==> src/rtl/fc_pkg.sv <==
package fc_pkg;
  localparam int BYTE_W = 8;
  localparam int CMD_W  = 6;
  localparam int GROUPS = 3;

  localparam logic [CMD_W-1:0] CODE_BX0        = 6'h01;
  localparam logic [CMD_W-1:0] CODE_RELOAD_ALL = 6'h04;
  localparam logic [CMD_W-1:0] CODE_PROC       = 6'h1C;
  localparam logic [CMD_W-1:0] CODE_SORT       = 6'h1D;

  localparam int GRP_PROC = 0;
  localparam int GRP_SORT = 1;
  localparam int GRP_PERI = 2;

  typedef struct packed {
    logic [CMD_W-1:0] cmd;
    logic             evc;
    logic             bcr;
  } bc_fields_t;
endpackage

==> src/rtl/fc_bus_reg.sv <==
module fc_bus_reg
  import fc_pkg::*;
(
  input  logic              clk,
  input  logic              rst,
  input  logic [BYTE_W-1:0] bc_byte,
  input  logic              bc_valid,
  input  logic [BYTE_W-1:0] addr_data,
  input  logic              addr_valid,
  input  logic              l1a_in,
  output logic [CMD_W-1:0]  cmd_out,
  output logic              cmd_stb,
  output logic              evc_rst,
  output logic              bc_rst,
  output logic              bx0,
  output logic              l1a_out,
  output logic [BYTE_W-1:0] data_out,
  output logic              data_stb
);
  bc_fields_t f;
  assign f = bc_fields_t'(bc_byte);

  always_ff @(posedge clk) begin
    if (rst) begin
      cmd_out  <= '0;
      cmd_stb  <= 1'b0;
      evc_rst  <= 1'b0;
      bc_rst   <= 1'b0;
      bx0      <= 1'b0;
      l1a_out  <= 1'b0;
      data_out <= '0;
      data_stb <= 1'b0;
    end else begin
      cmd_stb  <= bc_valid;
      evc_rst  <= bc_valid & f.evc;
      bc_rst   <= bc_valid & f.bcr;
      bx0      <= bc_valid && (f.cmd == CODE_BX0);
      if (bc_valid) cmd_out <= f.cmd;
      l1a_out  <= l1a_in;
      data_stb <= addr_valid;
      if (addr_valid) data_out <= addr_data;
    end
  end
endmodule

==> src/rtl/fc_reload_decode.sv <==
module fc_reload_decode
  import fc_pkg::*;
#(
  parameter logic [5:0] PERI_CODE = 6'h1E
) (
  input  logic [CMD_W-1:0]  cmd,
  input  logic              valid,
  output logic [GROUPS-1:0] trig
);
  always_comb begin
    trig = '0;
    if (valid) begin
      if (cmd == CODE_RELOAD_ALL) trig = '1;
      if (cmd == CODE_PROC)       trig[GRP_PROC] = 1'b1;
      if (cmd == CODE_SORT)       trig[GRP_SORT] = 1'b1;
      if (cmd == PERI_CODE)       trig[GRP_PERI] = 1'b1;
    end
  end
endmodule

==> src/rtl/fc_pulse_gen.sv <==
module fc_pulse_gen #(
  parameter int PULSE_CYC = 16
) (
  input  logic clk,
  input  logic rst,
  input  logic trig,
  output logic pulse
);
  localparam int CNT_W = (PULSE_CYC > 1) ? $clog2(PULSE_CYC) : 1;
  localparam logic [CNT_W-1:0] RELOAD = CNT_W'(PULSE_CYC - 1);

  logic [CNT_W-1:0] remain;

  always_ff @(posedge clk) begin
    if (rst) begin
      remain <= '0;
      pulse  <= 1'b0;
    end else if (trig) begin
      remain <= RELOAD;
      pulse  <= 1'b1;
    end else if (remain != '0) begin
      remain <= remain - 1'b1;
    end else begin
      pulse  <= 1'b0;
    end
  end
endmodule

==> src/rtl/fc_done_view.sv <==
module fc_done_view #(
  parameter int NUM_TGT = 16
) (
  input  logic               clk,
  input  logic               rst,
  input  logic [NUM_TGT-1:0] done_in,
  output logic [NUM_TGT-1:0] done_q
);
  always_ff @(posedge clk) begin
    if (rst) done_q <= '0;
    else     done_q <= done_in;
  end
endmodule

==> src/rtl/fastctl_hub.sv <==
module fastctl_hub
  import fc_pkg::*;
#(
  parameter int         NUM_TGT   = 16,
  parameter int         PULSE_CYC = 16,
  parameter logic [5:0] PERI_CODE = 6'h1E
) (
  input  logic               clk,
  input  logic               rst,
  input  logic [7:0]         bc_byte,
  input  logic               bc_valid,
  input  logic [7:0]         addr_data,
  input  logic               addr_valid,
  input  logic               l1a_in,
  input  logic [NUM_TGT-1:0] done_in,
  output logic [5:0]         cmd_out,
  output logic               cmd_stb,
  output logic               evc_rst,
  output logic               bc_rst,
  output logic               bx0,
  output logic               l1a_out,
  output logic [7:0]         data_out,
  output logic               data_stb,
  output logic [2:0]         hard_rst,
  output logic [NUM_TGT-1:0] done_q
);
  logic [GROUPS-1:0] trig;

  fc_bus_reg u_bus (
    .clk(clk), .rst(rst), .bc_byte(bc_byte), .bc_valid(bc_valid),
    .addr_data(addr_data), .addr_valid(addr_valid), .l1a_in(l1a_in),
    .cmd_out(cmd_out), .cmd_stb(cmd_stb), .evc_rst(evc_rst), .bc_rst(bc_rst),
    .bx0(bx0), .l1a_out(l1a_out), .data_out(data_out), .data_stb(data_stb)
  );

  fc_reload_decode #(.PERI_CODE(PERI_CODE)) u_dec (
    .cmd(bc_byte[7:2]), .valid(bc_valid), .trig(trig)
  );

  for (genvar g = 0; g < GROUPS; g++) begin : g_pulse
    fc_pulse_gen #(.PULSE_CYC(PULSE_CYC)) u_pg (
      .clk(clk), .rst(rst), .trig(trig[g]), .pulse(hard_rst[g])
    );
  end

  fc_done_view #(.NUM_TGT(NUM_TGT)) u_done (
    .clk(clk), .rst(rst), .done_in(done_in), .done_q(done_q)
  );
endmodule

==> config.mk <==
export PLATFORM = sky130hd
export DESIGN_NAME = fastctl_hub
export DESIGN_NICKNAME = d
export VERILOG_FILES = /design/src/rtl/fc_pkg.sv /design/src/rtl/fc_bus_reg.sv /design/src/rtl/fc_reload_decode.sv /design/src/rtl/fc_pulse_gen.sv /design/src/rtl/fc_done_view.sv /design/src/rtl/fastctl_hub.sv
export SDC_FILE = /design/constraint.sdc
export NUM_CORES = 1
export LEC_CHECK = 0
export BUFFER_PORTS_ARGS = -buffer_cell sky130_fd_sc_hd__buf_2
export CAP_MARGIN = 20
export CORE_MARGIN = 8
export CORE_UTILIZATION = 47
export CTS_CLUSTER_SIZE = 30
export DETAILED_ROUTE_END_ITERATION = 16
export PLACE_DENSITY = 0.78
export SYNTH_ARGS = -nofsm -noshare
export SYNTH_HDL_FRONTEND = slang
export SYNTH_SLANG_ARGS = --single-unit
==> constraint.sdc <==
create_clock -name clk -period 1.9 [get_ports clk]
set_clock_uncertainty 0.2 [all_clocks]
set_input_delay 0.38 -clock clk [delete_from_list [all_inputs] [get_ports clk]]
set_output_delay 0.38 -clock clk [all_outputs]
set_load 0.05 [all_outputs]
# Word level (Yosys, flattened, before mapping)
# Cells that the tools add are included.
# W data, S select, Z words.
# totals
register_bits,51
inputBits,37
output_inout_bits,39
elab_cells,52
# op_classes
addsub,3
n_eq_ne,8
n_mux,17
bitwise_logic,2
reduce_logical,7
# op_table
op,count
$mux W4,6
$eq A6 B5 Y1 const B,3
$reduce_bool A4 Y1,3
$sub A4 B1 Y4 const B,3
$mux W1,9
$eq A6 B1 Y1 const B,1
$eq A6 B3 Y1 const B,1
$mux W3,2
$ne A2 B2 Y1 const B,3
$reduce_bool A2 Y1,3
$and A1 B1 Y1,2
$logic_and A1 B1 Y1,1

# Depth between registers and ports, before layout
# logic_depth
word_depth,5
mapped_depth,5
ltp_nobuf,5

# Cells and area by module
# From an unflattened synthesis, not the netlist that was laid out.
# unflattened
hier_cells,171
hier_area_um2,1861.8
# by_module_without_submodules
mod,n_inst,cells_per_inst,area_each_um2,seq_area_each_um2
fc_bus_reg,1,59,679.4,400.4
fc_pulse_gen,3,23,215.2,100.1
fc_done_view,1,33,464.2,320.3
fc_reload_decode,1,10,72.6,0.0

# Worst setup path after synthesis
# No wires, ideal clock.
# synth_timing
path_kind,register -> register
from,register g_pulse[0].u_pg.remain[0]
to,register g_pulse[0].u_pg.remain[1]
setup_time_ns,0.068
arrival_time_ns,1.353
required_ns,1.632
slack_ns,0.278
stages_incl_launch_ff,6
path_buffers,0
period_less_slack_ns,1.622
path_cell_list,dfxtp_1 > inv_1 > ha_1 > or3b_4 > mux2_4 > a21oi_2
# synth_via
elab_chain_cells,3
elab_cells_between_ends,5
cone_classes,1 x add/sub; 2 x mux; 2 x reduce/logical
# synth_rtl
element,line,text
from (decl),fc_pulse_gen.sv:12,logic [CNT_W-1:0] remain;
from (signal assigned),fc_pulse_gen.sv:22,remain <= remain - 1'b1;
$sub A4 B1 Y4,fc_pulse_gen.sv:22,
$mux W4,fc_pulse_gen.sv:21,end else if (remain != '0) begin
$mux W4,fc_pulse_gen.sv:18,end else if (trig) begin
# Several ways; a longest one is shown, not always the timed one. The select of a mux whose other input is x is not followed.
# A chain may end at the register's enable or synchronous reset.

# Final worst setup path
# layout_timing
from,register g_pulse[1].u_pg.remain[0]
to,register g_pulse[1].u_pg.remain[1]
# layout_via
elab_chain_cells,3
elab_cells_between_ends,5
cone_classes,1 x add/sub; 2 x mux; 2 x reduce/logical
# layout_rtl
element,line
from (decl),fc_pulse_gen.sv:12
from (signal assigned),fc_pulse_gen.sv:22
$sub A4 B1 Y4,fc_pulse_gen.sv:22
$mux W4,fc_pulse_gen.sv:21
$mux W4,fc_pulse_gen.sv:18
# Several ways; a longest one is shown, not always the timed one. The select of a mux whose other input is x is not followed.

==> flow_results.org <==
** Run status
- Outcome :: finished clean

** Power and ir drop
- Of the total power, registers draw 45.4%.
- Cell leakage power :: 1.15 nW
- Power per cell area :: between 1000 and 1500 mW/mm2
- The share of total power dissipated in the clock network is 20.5%.
- Per report_power, the combinational group accounts for 34.2% of the total.
- Fraction of power spent switching nets :: 31.4%
- Across the VDD grid, the largest voltage drop is between 0.0006 and 0.0007 V.
- For this design the total switching power over the nets is roughly 0.90 mW.
- Design internal power :: 1.96 mW

** STA
- Fmax achieved :: 0.581 GHz
- Across all setup checks in the final design, the least slack found is 180 ps.
- Counting I/O delays and the setup requirement, the final critical path takes 1720 ps.
- Worst-margin pin slew :: 465 ps
- The count of final max-slew check failures came to 0.
- Final TNS setup :: 0 ps
- Measured against its own limit, the worst slew margin works out to 68.9%.
- Final count of hold timing violations :: 0
- Setup-failing EPs final :: 0
- The worst path uses 90.5% of the clock period.
- Setup repair after global routing missed its margin :: false

** Placement
- Global placer's final weighted congestion :: 0.725
- OpenSTA, run right after detailed placement, puts the worst setup slack at about 200 ps.
- Number of buffers inserted by port buffering :: 75
- Post-DP HPWL :: about 3200 um

** Worst setup path
- Along the worst path, the maximum fanout reaches 4.
- Launching element type of the critical path :: register
- The endpoint identified for the worst register-to-register timing path is g_pulse[1].u_pg.remain[1].
- STA puts the critical path data required time at 1940 ps.
- The number of cells on the worst reg-to-reg path is 5.
- STA classifies the critical path endpoint as a register.
- In this run the critical register-to-register path is launched from g_pulse[1].u_pg.remain[0].
- Kind of critical path :: reg2reg
- Crit path arrival time :: 1760 ps
- Internal reg-to-reg setup slack :: 180 ps

** Min path
- Cell depth of the worst hold path :: 2
- Path class of the lowest-slack min-delay path :: in2reg
- In this run the most critical hold path is launched from bc_byte[1].
- For hold timing, the worst endpoint is u_bus.evc_rst.

** Yosys
- Mean instance size in the synthesized netlist :: 10.7 um2
- By area, the combinational part of the netlist is dominated by simple AND/OR/NAND/NOR gates.
- Parity-gate share of the synthesized area counting xor and xnor cells :: around 1.9%
- The number of different library cells used by synthesis comes to 25.
- In the synthesized netlist, the number of instances is ~170.
- Total of warnings raised by yosys :: 0
- The synthesized netlist devotes under 10% of its cell area to adder and majority cells.
- Simple-Gate Fraction of Synth Area :: 17.8%
- Post-synthesis sequential area ratio :: 55.4%
- Most common flop cell mapped by yosys :: sky130_fd_sc_hd__dfxtp_1
- The synthesized netlist devotes 5.36% of its cell area to compound gates.
- In the synthesized netlist, mux cells make up a little over an eighth of the area.
- Async set-or-reset flop fraction in the synthesized netlist :: 0%
- Number of enable flip-flop cells after synthesis :: 0
- Counting flops and latches in the post-synthesis netlist gives 51.
- Mapped cell area :: roughly 0.0018 mm2
- Synthesized netlist net count :: between 200 and 250

** Detailed routing
- Residual DRC count :: 0
- Detail-routed via count per cell :: 4.69
- Detailed routing inserted a total of 1401 vias.
- Routed wire length per instance :: around 14 um
- In this run the remaining antenna-violating nets after routing total 0.
- After the first detailed-routing iteration, the DRC count stood at 48.
- 1st-pass router iterations :: 4
- Total Wirelength :: between 4000 and 5000 um

** Global routing
- Entering global routing, the biggest net connects 18 pins.
- Total GRT Usage :: 13.6%
- Number of antenna violations at the first check in global routing :: 0
- The number of global-route vias before repair was 1398.
- Gr ovfl total :: 0
- The first global-routing pass estimated 6620 um of wire.

** Floorplan
- Vertical extent of the die :: approximately 80 um
- The floorplan step defined a die boundary enclosing 0.00618 mm2.
- For this design the top-level I/O count stands at 76.
- Starting utilization of the core area :: 49.6%
- Number of placement rows :: 22
- Die W :: 78.6 um
- The core region is 0.00372 mm2.

** CTS
- Clock buffers created by TritonCTS :: 5
- Post-CTS Setup Bufs :: 0
- Total number of clock tree sinks :: 51
- After clock tree synthesis, the clock-pin slew on the worst setup and hold paths is 90 ps.
- Gates resized during post-CTS repair numbered 0.
- CTS HTree Levels :: 2
- TritonCTS built the clock tree.
- Clock tree synthesis selected as its root buffer the cell sky130_fd_sc_hd__clkbuf_8.
- Max clock buf depth :: 2
- The later pin in the worst-skew pair is clocked with a latency of 300 ps.
- The number of hold buffers added after CTS was 0.

** Final layout
- Nets :: 290
- Of the cells placed in the final design, the portion with a size suffix greater than 1 is 39.0%.
- Layout overhead on the synthesized area :: 27.2%
- Number of diodes :: 0

** Job
- Max-Cap Viols :: 0
[cells in the mapped netlist, drive strengths merged, types with 3 or more instances]
library cell | number | area (um2)
nand2 | 6 | 22.5
nor3 | 5 | 25.0
nor2 | 17 | 63.8
ha | 3 | 37.5
inv | 6 | 22.5
and3 | 3 | 18.8
mux2 | 6 | 78.8
nor2b | 19 | 119
mux2i | 17 | 170
a21oi | 15 | 86.3
xnor2 | 4 | 35.0
or3b | 3 | 33.8
buf | 6 | 37.5
dfxtp | 51 | 1020
clkbuf | 4 | 15.0
[worst max-delay path by stage]
stage | endpoint | slack [ps] | start
after global placement | g_pulse[0].u_pg.remain[1] | 260 | g_pulse[0].u_pg.remain[0]
final | g_pulse[1].u_pg.remain[1] | 180 | g_pulse[1].u_pg.remain[0]
after floorplan | g_pulse[0].u_pg.remain[1] | 280 | g_pulse[0].u_pg.remain[0]
after global routing | g_pulse[1].u_pg.remain[1] | 80 | g_pulse[1].u_pg.remain[0]
after CTS | g_pulse[1].u_pg.remain[1] | 180 | g_pulse[1].u_pg.remain[0]
after detailed placement | g_pulse[0].u_pg.remain[1] | 200 | g_pulse[0].u_pg.remain[0]
[metal layers]
layer	vias to the layer above	track usage (%)	routed length, um
met5	-	0	0
met4	0	6.48	94
met3	9	4.90	259
met2	36	24.1	2090
met1	633	13.8	1650
li1	723	-	-
[sequential cells by signal (all words and copies together) (netlist names), 3 cells and up]
register	cells
u_bus.data_out	8
g_pulse.u_pg.remain	12
g_pulse.u_pg.pulse	3
u_bus.cmd_out	6
u_done.done_q	16
[layout make-up]
| cell class | instances | area [um2] |
|---|---|---|
| Clock buffer | 7 | 76.3 |
| Clock inverter | 1 | 5.00 |
| Fill cell | 313 | 1370 |
| Inverter | 6 | 22.5 |
| Multi-Input combinational cell | 106 | 748 |
| Sequential cell | 51 | 1020 |
| Tap cell | 48 | 60.1 |
| Timing Repair Buffer | 80 | 413 |
[power by group through the flow]
stage | Clock (mW) | Combinational (mW) | Sequential (mW)
after floorplan | 0 | 0.664 | 1.45
after global placement | 0 | 0.946 | 1.32
after detailed placement | 0 | 0.975 | 1.32
after CTS | 0.602 | 0.982 | 1.30
after global routing | 0.642 | 1.08 | 1.32
final | 0.584 | 0.976 | 1.30
[kinds of logic after synthesis]
family / count (synthesis)
AND/OR/NAND/NOR: 59
adder cells (fa/ha/maj): 3
buffers and inverters: 16
XOR/XNOR: 4
multiplexers: 23
AO/OA/AOI/OAI: 17
flip-flops: 51
[worst max-delay path, cell delays in order (launching register included)]
cell                      delay (ps)
sky130_fd_sc_hd__dfxtp_1         340
sky130_fd_sc_hd__inv_1            70
sky130_fd_sc_hd__ha_1            200
sky130_fd_sc_hd__or3b_4          420
sky130_fd_sc_hd__mux2_4          310
sky130_fd_sc_hd__a21oi_2         120
[stage by stage]
step | hold slack [ps] | cells | utilization [%] | power (mW) | instance area (um2)
after global routing | 75.1 | 299 | 63.1 | 3.04 | 2350
after global placement | 253 | 291 | 60.9 | 2.26 | 2260
after detailed placement | 250 | 291 | 60.9 | 2.30 | 2260
after CTS | 68.6 | 299 | 63.1 | 2.88 | 2350
final | 71.3 | 299 | 63.1 | 2.86 | 2350
after floorplan | 237 | 173 | - | 2.11 | 1840
[placed cells by master (no fill, tap or decap)]
cell / instances
sky130_fd_sc_hd__clkinv_2: 1
sky130_fd_sc_hd__nand4b_1: 1
sky130_fd_sc_hd__o21ai_0: 1
sky130_fd_sc_hd__or3b_4: 3
sky130_fd_sc_hd__buf_4: 5
sky130_fd_sc_hd__clkbuf_8: 5
sky130_fd_sc_hd__nand2_1: 6
sky130_fd_sc_hd__ha_1: 3
sky130_fd_sc_hd__and2_1: 2
sky130_fd_sc_hd__nor2b_1: 19
sky130_fd_sc_hd__dfxtp_1: 51
sky130_fd_sc_hd__nor2_1: 17
sky130_fd_sc_hd__nor3b_1: 1
sky130_fd_sc_hd__a21oi_1: 12
sky130_fd_sc_hd__buf_2: 75
sky130_fd_sc_hd__mux2_4: 3
sky130_fd_sc_hd__o211ai_1: 1
sky130_fd_sc_hd__and3_1: 3
sky130_fd_sc_hd__mux2i_1: 17
sky130_fd_sc_hd__nor4bb_1: 1
sky130_fd_sc_hd__nor4_1: 1
sky130_fd_sc_hd__mux2_2: 3
sky130_fd_sc_hd__a21oi_2: 3
sky130_fd_sc_hd__inv_1: 6
sky130_fd_sc_hd__clkbuf_1: 2
sky130_fd_sc_hd__nor3_1: 5
sky130_fd_sc_hd__xnor2_1: 4
Note: power is estimated with default switching activity, not from simulation.
